==> config.mk <==
export PLATFORM = sky130hd
export DESIGN_NAME = seg_perm_check
export DESIGN_NICKNAME = d
export VERILOG_FILES = /design/src/rtl/seg_chk_pkg.sv /design/src/rtl/seg_perm_check.sv
export SDC_FILE = /design/constraint.sdc
export NUM_CORES = 1
export LEC_CHECK = 0
export ABC_AREA = 1
export BUFFER_PORTS_ARGS = -buffer_cell sky130_fd_sc_hd__buf_2
export CAP_MARGIN = 30
export CORE_AREA = 2 2 39 41
export DETAILED_ROUTE_END_ITERATION = 10
export DIE_AREA = 0 0 41 43
export PLACE_DENSITY_LB_ADDON = 0.15
export SLEW_MARGIN = 20
export SYNTH_ARGS = -nofsm -noshare
export SYNTH_HDL_FRONTEND = slang
export SYNTH_SLANG_ARGS = --single-unit
==> constraint.sdc <==
create_clock -name vclk -period 1.7
set_input_delay 0.255 -clock vclk [all_inputs]
set_output_delay 0.255 -clock vclk [all_outputs]
set_load 0.02 [all_outputs]
==> src/rtl/seg_chk_pkg.sv <==
package seg_chk_pkg;

    localparam int DESC_W     = 64;
    localparam int LIMIT_W    = 20;
    localparam int PAGE_SHIFT = 12;
    localparam int OFS_W      = LIMIT_W + PAGE_SHIFT;
    localparam int SIZE_W     = 3;

    typedef enum logic [2:0] {
        F_NONE    = 3'd0,
        F_NO_DESC = 3'd1,
        F_NOT_PRS = 3'd2,
        F_PROT    = 3'd3,
        F_PRIV    = 3'd4,
        F_LIMIT   = 3'd5
    } fault_e;

    typedef enum logic [1:0] {
        K_READ  = 2'd0,
        K_WRITE = 2'd1,
        K_EXEC  = 2'd2,
        K_RSVD  = 2'd3
    } kind_e;

    typedef struct packed {
        logic [OFS_W-1:0]   base;
        logic [LIMIT_W-1:0] limit;
        logic               gran;
        logic               big;
        logic               present;
        logic [1:0]         dpl;
        logic               is_code;
        logic               conf_or_down;
        logic               rd_or_wr;
        logic               accessed;
    } desc_fields_t;

endpackage

==> src/rtl/seg_perm_check.sv <==
module seg_perm_check
    import seg_chk_pkg::*;
(
    input  logic       is_code,
    input  logic       conf_or_down,
    input  logic       rd_or_wr,
    input  logic [1:0] dpl,
    input  logic [1:0] kind,
    input  logic [1:0] cpl,
    input  logic [1:0] rpl,
    output logic       kind_ok,
    output logic       priv_ok
);
    logic [1:0] eff_pl;

    always_comb begin
        unique case (kind_e'(kind))
            K_READ:  kind_ok = is_code ? rd_or_wr : 1'b1;
            K_WRITE: kind_ok = is_code ? 1'b0 : rd_or_wr;
            K_EXEC:  kind_ok = is_code;
            default: kind_ok = 1'b0;
        endcase
        eff_pl  = (cpl > rpl) ? cpl : rpl;
        priv_ok = (is_code && conf_or_down) || (eff_pl <= dpl);
    end

    always_comb begin
        if (!is_code && kind == 2'd2)
            assert_no_exec_data_R7: assert (!kind_ok);
    end
endmodule

; Word level (Yosys, flattened, before mapping)
; Index checks and enable logic that the tools add are counted.
[word_totals]
input_bits = 11
reg_bits = 0
elab_cells = 11
output_inout_bits = 2
[classes]
reduce_logical = 3
magnitude_cmp = 2
eq_ne = 2
muxes = 4
[op_table]
columns = operator, count
row1 = 1-bit one-hot mux with 3 select lines, 1
row2 = "2-bit by 1-bit == test with 1-bit output, second input constant", 1
row3 = "2-bit == test, second input constant", 1
row4 = 2-bit > comparator, 1
row5 = 2-bit <= comparator, 1
row6 = 2-bit zero test, 1
row7 = 1-bit 2-to-1 mux, 2
row8 = 2-bit 2-to-1 mux, 1
row9 = 1-bit logical AND, 1
row10 = 1-bit logical OR, 1

; Depth between registers and ports, before layout
; Gate-level depths: netlist (run 1).
[logic_depth]
depth_word = 4
mapped_depth = 10

; Least setup slack after synthesis (run 1)
; No wires, ideal clock.
[synth_timing]
path_kind = in2out
from = in cpl[1]
to = out priv_ok
slack_ns = 0.080
stages = 9
t_arrival_ns = 1.365
n_path_buf = 0
path_cell_list = inv_1 > ha_1 > o21ai_2 > nand2_1 > nand2_1 > nand2_1 > ha_1 > nand2_1 > nand3_1
[synth_via]
elab_chain_cells = 4
[synth_rtl]
columns = item, line_no
row1 = start: declaration, seg_perm_check.sv:9  ; input logic [1:0] cpl,
row2 = 2-bit > comparator, seg_perm_check.sv:23  ; eff_pl = (cpl > rpl) ? cpl : rpl;
row3 = 2-bit 2-to-1 mux *, seg_perm_check.sv:23
row4 = 2-bit <= comparator *, seg_perm_check.sv:24  ; priv_ok = (is_code && conf_or_down) || (eff_pl <= dpl);
row5 = 1-bit logical OR *, seg_perm_check.sv:24
row6 = end: declaration, seg_perm_check.sv:12  ; output logic priv_ok
; Every way passes the cells marked *; elsewhere a longest branch is shown, timed or not.

; Worst setup path in the final report (run 1)
; Ends and elaborated chain as after synthesis.

==> results by group, run 1 <==
Pwr
  – Logic pwr share: 100.0%
  – Sw Pwr: 42.3 uW
  – Worst VDD drop: 0.0000549 V
  – Leak Pwr: 0.205 nW
  – Clock power frac: 0%
  – Seq pwr share: 0%
  – Cell area power density: 261 nW/um2
  – Internal power: 47.2 uW
  – Switching Fraction: 47.2%

Global routing
  – Total gr overflow: 0
  – Initial antenna violation count: 0
  – Largest net degree at the start of global routing: 5
  – Gr usage total: 4.30%
  – Global-route wire length before repair: 586 um
  – Vias in the first global route: 160

Detailed routing
  – Routed via count: 213
  – Wire per inst: 5.95 um
  – Routed WL: 375 um
  – TritonRoute pass-1 iters: 1
  – Antenna Violating Nets Remaining: 0
  – Via density: 3.38
  – Initial DRC count: 0
  – DRC viols: 0

Place
  – Post-DP HPWL: 320 um
  – Final GP Congestion: 0.563
  – Input/output buffers: 13
  – Dpl cells: 63

Critical path
  – CP Data Required Time: 1440 ps
  – Max FO, Critical Path: 2
  – Critical path class: in2out
  – Crit. End Element: primary output
  – Worst EP arrival: 1460 ps
  – Element type at the critical path start: input pin

Logic synthesis
  – Synth top cells by count: 11 x inv_1, 8 x nand2_1, 5 x ha_1, 2 x nand3_1, 2 x o21ai_0
  – Top post-synthesis cells by area: ha_1 36%, inv_1 24%, nand2_1 17%
  – Synth warnings: 0
  – Netlist cell types: 8
  – Syn nets: 47
  – Share of the synthesized area in the top cell type: 36.0%
  – Most numerous cell in the Yosys netlist: inv_1
  – Seq/Total Area, Yosys: 0%
  – Post-Synthesis Cells: 31
  – Area leader, netlist: ha_1
  – Mapped cell area: 174 um2
  – Post-Syn Area per Cell: 5.61 um2

STA
  – Worst slew pin tran: 135 ps
  – Hold WS: 813 ps
  – Final setup viols: 1
  – Final Hold Fails: 0
  – PnR worst setup slack: -13.1 ps
  – Fmax: 584 MHz
  – Max_slew headroom: 90.9%
  – Fin. max-slew vios: 0
  – Final period util: 101%
  – Final min period: 1710 ps
  – Unrepaired setup endpoints after global routing: yes

Layout
  – Clock Buffer Count: 0
  – Number of sequential cells: 0
  – # fillers: 154
  – Layout cells sized above 1: 48.9%
  – Non-Filler Instances: 63
  – Syn-to-layout area delta: 97.1%
  – Nets: 65
  – Register area: 0 um2
  – Ant diodes: 0

Die
  – Die height: 43 um
  – Initial Util: 12.6%
  – Top Ports: 13
  – Full die area: 1760 um2
  – Num rows: 14
  – Die extent in x: 41 um
  – Core area: 1380 um2

Worst hold path
  – WHS Path Cells: 4
  – Hold/Removal Path Class: in2out

CTS
  – Hold-fix buffers at CTS: 0
  – Post CTS Setup Buffer Count: 0

Status
  – Status: finished with violations
  – Failing checks: setup timing

Run
  – Max cap viols: 0
-- cell usage in the layout, fill, tap and decap left out, drive strengths merged --
| cell type | instances |
|---|---|
| nand3 | 2 |
| o21bai | 1 |
| buf | 16 |
| nor2 | 1 |
| ha | 5 |
| nand2 | 8 |
| inv | 11 |
| o21ai | 3 |
-- power by group through the flow --
| stage | Sequential (mW) | Clock, mW | Combinational, mW |
|---|---|---|---|
| after detailed placement | 0 | 0 | 0.0707 |
| after global routing | 0 | 0 | 0.103 |
| after CTS | 0 | 0 | 0.0870 |
| after floorplan | 0 | 0 | 0.0415 |
| after global placement | 0 | 0 | 0.0714 |
| final | 0 | 0 | 0.0895 |
-- critical path, stage by stage --
cell	delay (ps)
buf_8	100
inv_4	50
ha_4	190
o21ai_2	140
nand2_1	60
nand2_1	50
nand2_1	60
ha_1	270
nand2_1	80
nand3_2	70
buf_6	130
-- cell families after synthesis --
group	share of synthesized area [%]
AND/OR/NAND/NOR	25.2
buffers and inverters	23.7
adder cells (fa/ha/maj)	36.0
AO/OA/AOI/OAI	15.1
-- final timing paths --
path                          from  endpoint  slack, ps
worst max-delay path        cpl[1]   priv_ok        -10
worst min-delay path  conf_or_down   priv_ok        810
-- repair_timing --
| item | in CTS | in global routing |
|---|---|---|
| setup endpoints to repair | 1 | 1 |
| pin swaps | 7 | 8 |
| resized for setup | 12 | 3 |
-- metal layers --
metal | routed length [um] | track usage (%) | up-vias
met3 | 66 | 0 | 0
met2 | 131 | 5.94 | 11
met4 | 0 | 0 | 0
met5 | 0 | 0 | -
met1 | 178 | 7.59 | 76
li1 | - | - | 126
-- stage by stage --
| step | utilization, % | area [um2] | setup TNS, ps | power [mW] | setup WS, ps |
|---|---|---|---|---|---|
| 3_5_place_dp | 20.3 | 282 | -126 | 0.0707 | -126 |
| 3_3_place_gp | 20.3 | 282 | -112 | 0.0714 | -112 |
| 2_1_floorplan | - | 174 | 0 | 0.0415 | 79.6 |
| 6_report | 24.8 | 343 | -13.1 | 0.0895 | -13.1 |
| 5_1_grt | 24.8 | 343 | -107 | 0.103 | -107 |
| 4_1_cts | 24.0 | 332 | -44.3 | 0.0870 | -44.3 |
-- area by class of cell --
type / count / area, um2 / share of cell area, %
Tap cell: 16 / 20.0 / 5.84
Inverter: 11 / 46.3 / 13.5
Multi-Input combinational cell: 20 / 163 / 47.4
Timing Repair Buffer: 16 / 114 / 33.2
(Power assumes the default switching activity.)
==> inputs of run 2 (changes only) <==
- ABC_AREA: 1 -> unset
==> results by group, run 2 <==
Critical path
  – Worst EP arrival: 1740 ps (was 1460 ps)
  – Element type at the critical path start: input pin (unchanged)
  – CP Data Required Time: 1440 ps (about the same)
  – Crit. End Element: primary output (unchanged)
  – CP startpoint: cpl[0] (was cpl[1])
  – Max FO, Critical Path: 2 (unchanged)
  – Crit-path slowest cell: a221o_2 (was ha_1)
  – Critical path class: in2out (unchanged)
  – CP max stage delay: 340 ps (was 270 ps)
  – Critical path cell sequence: buf_8 > inv_8 > ha_4 > inv_2 > o22ai_2 > mux2i_1 > ha_1 > a221o_2 > buf_6 (was buf_8 > inv_4 > ha_4 > o21ai_2 > nand2_1 > nand2_1 > nand2_1 > ha_1 > nand2_1 > nand3_2 > buf_6)

Detailed routing
  – DRC viols: 0 (unchanged)
  – Routed WL: 333 um (was 375 um)
  – Initial DRC count: 2 (was 0)
  – Wire per inst: 6.66 um (was 5.95 um)
  – Antenna Violating Nets Remaining: 0 (unchanged)
  – Routed via count: 185 (was 213)
  – Via density: 3.70 (was 3.38)
  – TritonRoute pass-1 iters: 3 (was 1)

Pwr
  – Worst VDD drop: 0.0000812 V (was 0.0000549 V)
  – Internal power: 48.7 uW (was 47.2 uW)
  – Sw Pwr: 37.2 uW (was 42.3 uW)
  – Clock power frac: 0% (about the same)
  – Logic pwr share: 100.0% (about the same)
  – Seq pwr share: 0% (about the same)
  – Leak Pwr: 0.158 nW (was 0.205 nW)
  – Cell area power density: 274 nW/um2 (was 261 nW/um2)
  – Switching Fraction: 43.3% (was 47.2%)

Layout
  – Clock Buffer Count: 0 (unchanged)
  – Register area: 0 um2 (unchanged)
  – Non-Filler Instances: 50 (was 63)
  – Layout cells sized above 1: 64.7% (was 48.9%)
  – # fillers: 160 (was 154)
  – Nets: 52 (was 65)
  – Ant diodes: 0 (unchanged)
  – Final Util: 22.7% (was 24.8%)
  – Syn-to-layout area delta: 109% (was 97.1%)
  – Most frequent cells in the layout: 8 x buf_2, 4 x buf_6, 3 x inv_1, 3 x ha_1 (was 10 x buf_2, 8 x inv_1, 8 x nand2_1)
  – Number of sequential cells: 0 (unchanged)
  – Commonest non-fill, non-tap cell in the layout: buf_2 (unchanged)
  – Post-Layout Inst Area: 314 um2 (was 343 um2)

Die
  – Core area: 1380 um2 (unchanged)
  – Top Ports: 13 (unchanged)
  – Die height: 43 um (unchanged)
  – Die extent in x: 41 um (unchanged)
  – Num rows: 14 (unchanged)
  – Full die area: 1760 um2 (unchanged)
  – Initial Util: 10.8% (was 12.6%)

Worst hold path
  – Hold/Removal Path Class: in2out (unchanged)
  – Hold Crit Start: kind[0] (was conf_or_down)

Place
  – Input/output buffers: 13 (unchanged)
  – Dpl cells: 50 (was 63)
  – Area post-placement: 277 um2 (was 282 um2)
  – Post-DP HPWL: 327 um (was 320 um)
  – Dpl ws: -462 ps (was -126 ps)
  – Final GP Congestion: 0.595 (was 0.563)

Global routing
  – Global-route wire length before repair: 455 um (was 586 um)
  – Largest net degree at the start of global routing: 5 (unchanged)
  – Vias in the first global route: 134 (was 160)
  – Total gr overflow: 0 (unchanged)
  – Gr usage total: 3.40% (was 4.30%)
  – Initial antenna violation count: 0 (unchanged)

CTS
  – Hold-fix buffers at CTS: 0 (unchanged)
  – Post CTS Setup Buffer Count: 0 (unchanged)

Logic synthesis
  – Top post-synthesis cells by area: ha_1 42%, inv_1 18%, a221o_2 7.5% (was ha_1 36%, inv_1 24%, nand2_1 17%)
  – Post-Synthesis Cells: 21 (was 31)
  – Most numerous cell in the Yosys netlist: inv_1 (unchanged)
  – Synth warnings: 0 (unchanged)
  – Post-Syn Area per Cell: 7.15 um2 (was 5.61 um2)
  – Synth top cells by count: 7 x inv_1, 5 x ha_1, 2 x nor2_1 (was 11 x inv_1, 8 x nand2_1, 5 x ha_1, 2 x nand3_1, 2 x o21ai_0)
  – Netlist cell types: 10 (was 8)
  – Syn nets: 37 (was 47)
  – Seq/Total Area, Yosys: 0% (unchanged)
  – Area leader, netlist: ha_1 (unchanged)
  – Mapped cell area: 150 um2 (was 174 um2)
  – Share of the synthesized area in the top cell type: 41.7% (was 36.0%)

STA
  – Final Hold Fails: 0 (unchanged)
  – Hold WS: 796 ps (was 813 ps)
  – Unrepaired setup endpoints after global routing: yes (unchanged)
  – Worst slew pin tran: 213 ps (was 135 ps)
  – Final period util: 117% (was 101%)
  – Fmax: 501 MHz (was 584 MHz)
  – PnR worst setup slack: -297 ps (was -13.1 ps)
  – Final setup viols: 1 (unchanged)
  – Fin. max-slew vios: 0 (unchanged)
  – Final min period: 2000 ps (was 1710 ps)
  – Max_slew headroom: 85.8% (was 90.9%)

Status
  – Status: finished with violations (unchanged)
  – Failing checks: setup timing (unchanged)

Run
  – Max cap viols: 0 (unchanged)
## run 2: final cells by class
type	instances	area [um2]	area share, %
Multi-Input combinational cell	14	158	50.2
Inverter	7	36.3	11.6
Timing Repair Buffer	13	100	31.9
Tap cell	16	20.0	6.37
## run 2: cell families after synthesis
family | count (synthesis) | synth area share (%)
buf+inv | 7 | 17.5
fa+ha+maj | 5 | 41.7
compound gates | 4 | 20.8
simple gates | 4 | 13.3
mux | 1 | 6.67
## run 2: power by group through the flow
stage	Clock (mW)	Sequential (mW)	Combinational [mW]
2_1_floorplan	0	0	0.0484
3_3_place_gp	0	0	0.0730
3_5_place_dp	0	0	0.0751
4_1_cts	0	0	0.0869
5_1_grt	0	0	0.0953
6_report	0	0	0.0859
## run 2: metal layers
layer	GRT usage (%)	part of all wire, %	up-vias
met2	5.94	48	7
li1	-	-	97
met4	0	0	0
met1	4.75	42	81
met3	0	11	0
met5	0	0	-
## run 2: path summary, 6_finish.rpt
path	depth (start not counted)	slack, ps	to
worst max-delay path	9	-300	priv_ok
worst min-delay path	3	800	kind_ok
## run 2: repair_timing
action	4_1_cts	5_1_grt
pin swaps	5	1
gates resized for setup	9	1
cloned	0	0
endpoints found under the setup margin	1	1
## run 2: worst max-delay path: cells and delay by family
kind                     cells  cell delay [ps]
buffers and inverters        4              280
multiplexers                 1              230
adder cells (fa/ha/maj)      2              490
AO/OA/AOI/OAI                2              480
## run 2: stage by stage
step	TNS [ps]	power (mW)
after floorplan	-93.2	0.0484
after global placement	-424	0.0730
after global routing	-374	0.0953
after detailed placement	-462	0.0751
final	-297	0.0859
after CTS	-336	0.0869
==> inputs of run 3 (changes only) <==
- BUFFER_PORTS_ARGS: -buffer_cell sky130_fd_sc_hd__buf_2 -> unset
- DONT_BUFFER_PORTS: unset -> 1
==> results by group, run 3 (synthesis gave the netlist of run 2 again) <==
Pwr
  – Sw Pwr: 29.6 uW (was 37.2 uW)
  – Worst VDD drop: 0.0000559 V (was 0.0000812 V)
  – Clock power frac: 0% (about the same)
  – Seq pwr share: 0% (about the same)
  – Cell area power density: 261 nW/um2 (was 274 nW/um2)
  – Switching Fraction: 47.5% (was 43.3%)
  – Logic pwr share: 100.0% (about the same)
  – Leak Pwr: 0.104 nW (was 0.158 nW)
  – Internal power: 32.7 uW (was 48.7 uW)

STA
  – Final period util: 108% (was 117%)
  – Fin. max-slew vios: 0 (unchanged)
  – Final setup viols: 1 (unchanged)
  – Worst slew pin tran: 224 ps (was 213 ps)
  – Final Hold Fails: 0 (unchanged)
  – Max_slew headroom: 85.1% (was 85.8%)
  – PnR worst setup slack: -133 ps (was -297 ps)
  – Final min period: 1830 ps (was 2000 ps)
  – Unrepaired setup endpoints after global routing: yes (unchanged)
  – Fmax: 546 MHz (was 501 MHz)

Worst hold path
  – WHS Path Cells: 1 (was 3)
  – Hold/Removal Path Class: in2out (unchanged)
  – Hold-critical path endpoint: priv_ok (was kind_ok)
  – Hold Crit Start: is_code (was kind[0])

Status
  – Failing checks: setup timing (unchanged)
  – Status: finished with violations (unchanged)

Critical path
  – Critical path class: in2out (unchanged)
  – Max FO, Critical Path: 2 (unchanged)
  – Crit. End Element: primary output (unchanged)
  – Worst EP arrival: 1580 ps (was 1740 ps)
  – Element type at the critical path start: input pin (unchanged)
  – CP Data Required Time: 1440 ps (about the same)

Detailed routing
  – Via density: 3.42 (was 3.70)
  – Initial DRC count: 0 (was 2)
  – Top Layer Used: met3 (unchanged)
  – Routed length on met1: 138 um (was 139 um)
  – Antenna Violating Nets Remaining: 0 (unchanged)
  – Routed via count: 130 (was 185)
  – Met3 routed WL: 41 um (was 35 um)
  – Met2 wire len: 144 um (was 159 um)
  – DRC viols: 0 (unchanged)
  – Routed WL: 323 um (was 333 um)
  – TritonRoute pass-1 iters: 1 (was 3)
  – Wire per inst: 8.50 um (was 6.66 um)

Place
  – Input/output buffers: 0 (was 13)
  – Post-DP HPWL: 313 um (was 327 um)
  – Dpl cells: 38 (was 50)
  – Final GP Congestion: 0.572 (was 0.595)
  – Area post-placement: 219 um2 (was 277 um2)

Global routing
  – Global-route wire length before repair: 462 um (was 455 um)
  – Total gr overflow: 0 (unchanged)
  – Initial antenna violation count: 0 (unchanged)
  – Vias in the first global route: 113 (was 134)
  – Largest net degree at the start of global routing: 5 (unchanged)
  – Gr usage total: 3.50% (was 3.40%)

Layout
  – Layout cells sized above 1: 45.5% (was 64.7%)
  – Ant diodes: 0 (unchanged)
  – Nets: 40 (was 52)
  – Post-Layout Inst Area: 239 um2 (was 314 um2)
  – Non-Filler Instances: 38 (was 50)
  – Clock Buffer Count: 0 (unchanged)
  – Most frequent cells in the layout: 3 x inv_1, 3 x ha_1, 2 x ha_4 (was 8 x buf_2, 4 x buf_6, 3 x inv_1, 3 x ha_1)
  – Number of sequential cells: 0 (unchanged)
  – Register area: 0 um2 (unchanged)
  – Syn-to-layout area delta: 59.2% (was 109%)

Die
  – Core area: 1380 um2 (unchanged)
  – Die height: 43 um (unchanged)
  – Die extent in x: 41 um (unchanged)
  – Initial Util: 10.8% (unchanged)
  – Full die area: 1760 um2 (unchanged)
  – Num rows: 14 (unchanged)
  – Top Ports: 13 (unchanged)

Run
  – Max cap viols: 0 (unchanged)

CTS
  – Hold-fix buffers at CTS: 0 (unchanged)
## run 3: cell count changes in the layout (fill, tap and decap cells not counted)
cell    delta
inv_12     +1
buf_6      -4
nor2_2     -1
inv_2      -1
buf_2      -8
buf_8      -1
buf_4      +1
nor2_4     +1
## run 3: worst max-delay path, cell delays in order
cell and delay [ps]:
inv_12 10, ha_4 270, nor2_4 30, o22ai_2 120, mux2i_1 230, ha_1 260
a221o_2 400
## run 3: final cells by class
cell class,count,area (um2)
repair buffers,1,7.51
multi-input cells,14,163
well taps,16,20.0
inverters,7,48.8
fillers,150,1140
## run 3: worst max path at each step
stage	to	cells after the start	startpoint	slack, ps
final	priv_ok	7	rpl[1]	-130
after detailed placement	priv_ok	7	rpl[1]	-190
after floorplan	priv_ok	7	cpl[0]	-90
after global placement	priv_ok	7	cpl[0]	-180
after global routing	priv_ok	7	rpl[1]	-190
after CTS	priv_ok	7	rpl[1]	-170
## run 3: timing repair
action,4_1_cts,5_1_grt
gates resized for setup,6,0
endpoints found under the setup margin,1,1
setup buffers,0,0
pin swaps,5,1
## run 3: power groups by stage
stage          Clock [mW]  Sequential [mW]  Combinational [mW]
6_report                0                0              0.0623
5_1_grt                 0                0              0.0690
4_1_cts                 0                0              0.0642
3_5_place_dp            0                0              0.0579
3_3_place_gp            0                0              0.0557
2_1_floorplan           0                0              0.0484
## run 3: per-layer routing
layer	vias to the layer above	GRT usage (%)
met5	-	0
met4	0	0
met3	0	0
met2	7	6.25
met1	50	4.75
li1	73	-
## run 3: through the flow
step,setup WS [ps],util (%),TNS (ps),power (mW),hold slack [ps]
final,-133,17.3,-133,0.0623,702
after global routing,-194,17.3,-194,0.0690,705
after CTS,-167,17.3,-167,0.0642,702
after detailed placement,-194,15.8,-194,0.0579,702
after global placement,-184,15.8,-184,0.0557,702
after floorplan,-93.2,-,-93.2,0.0484,651
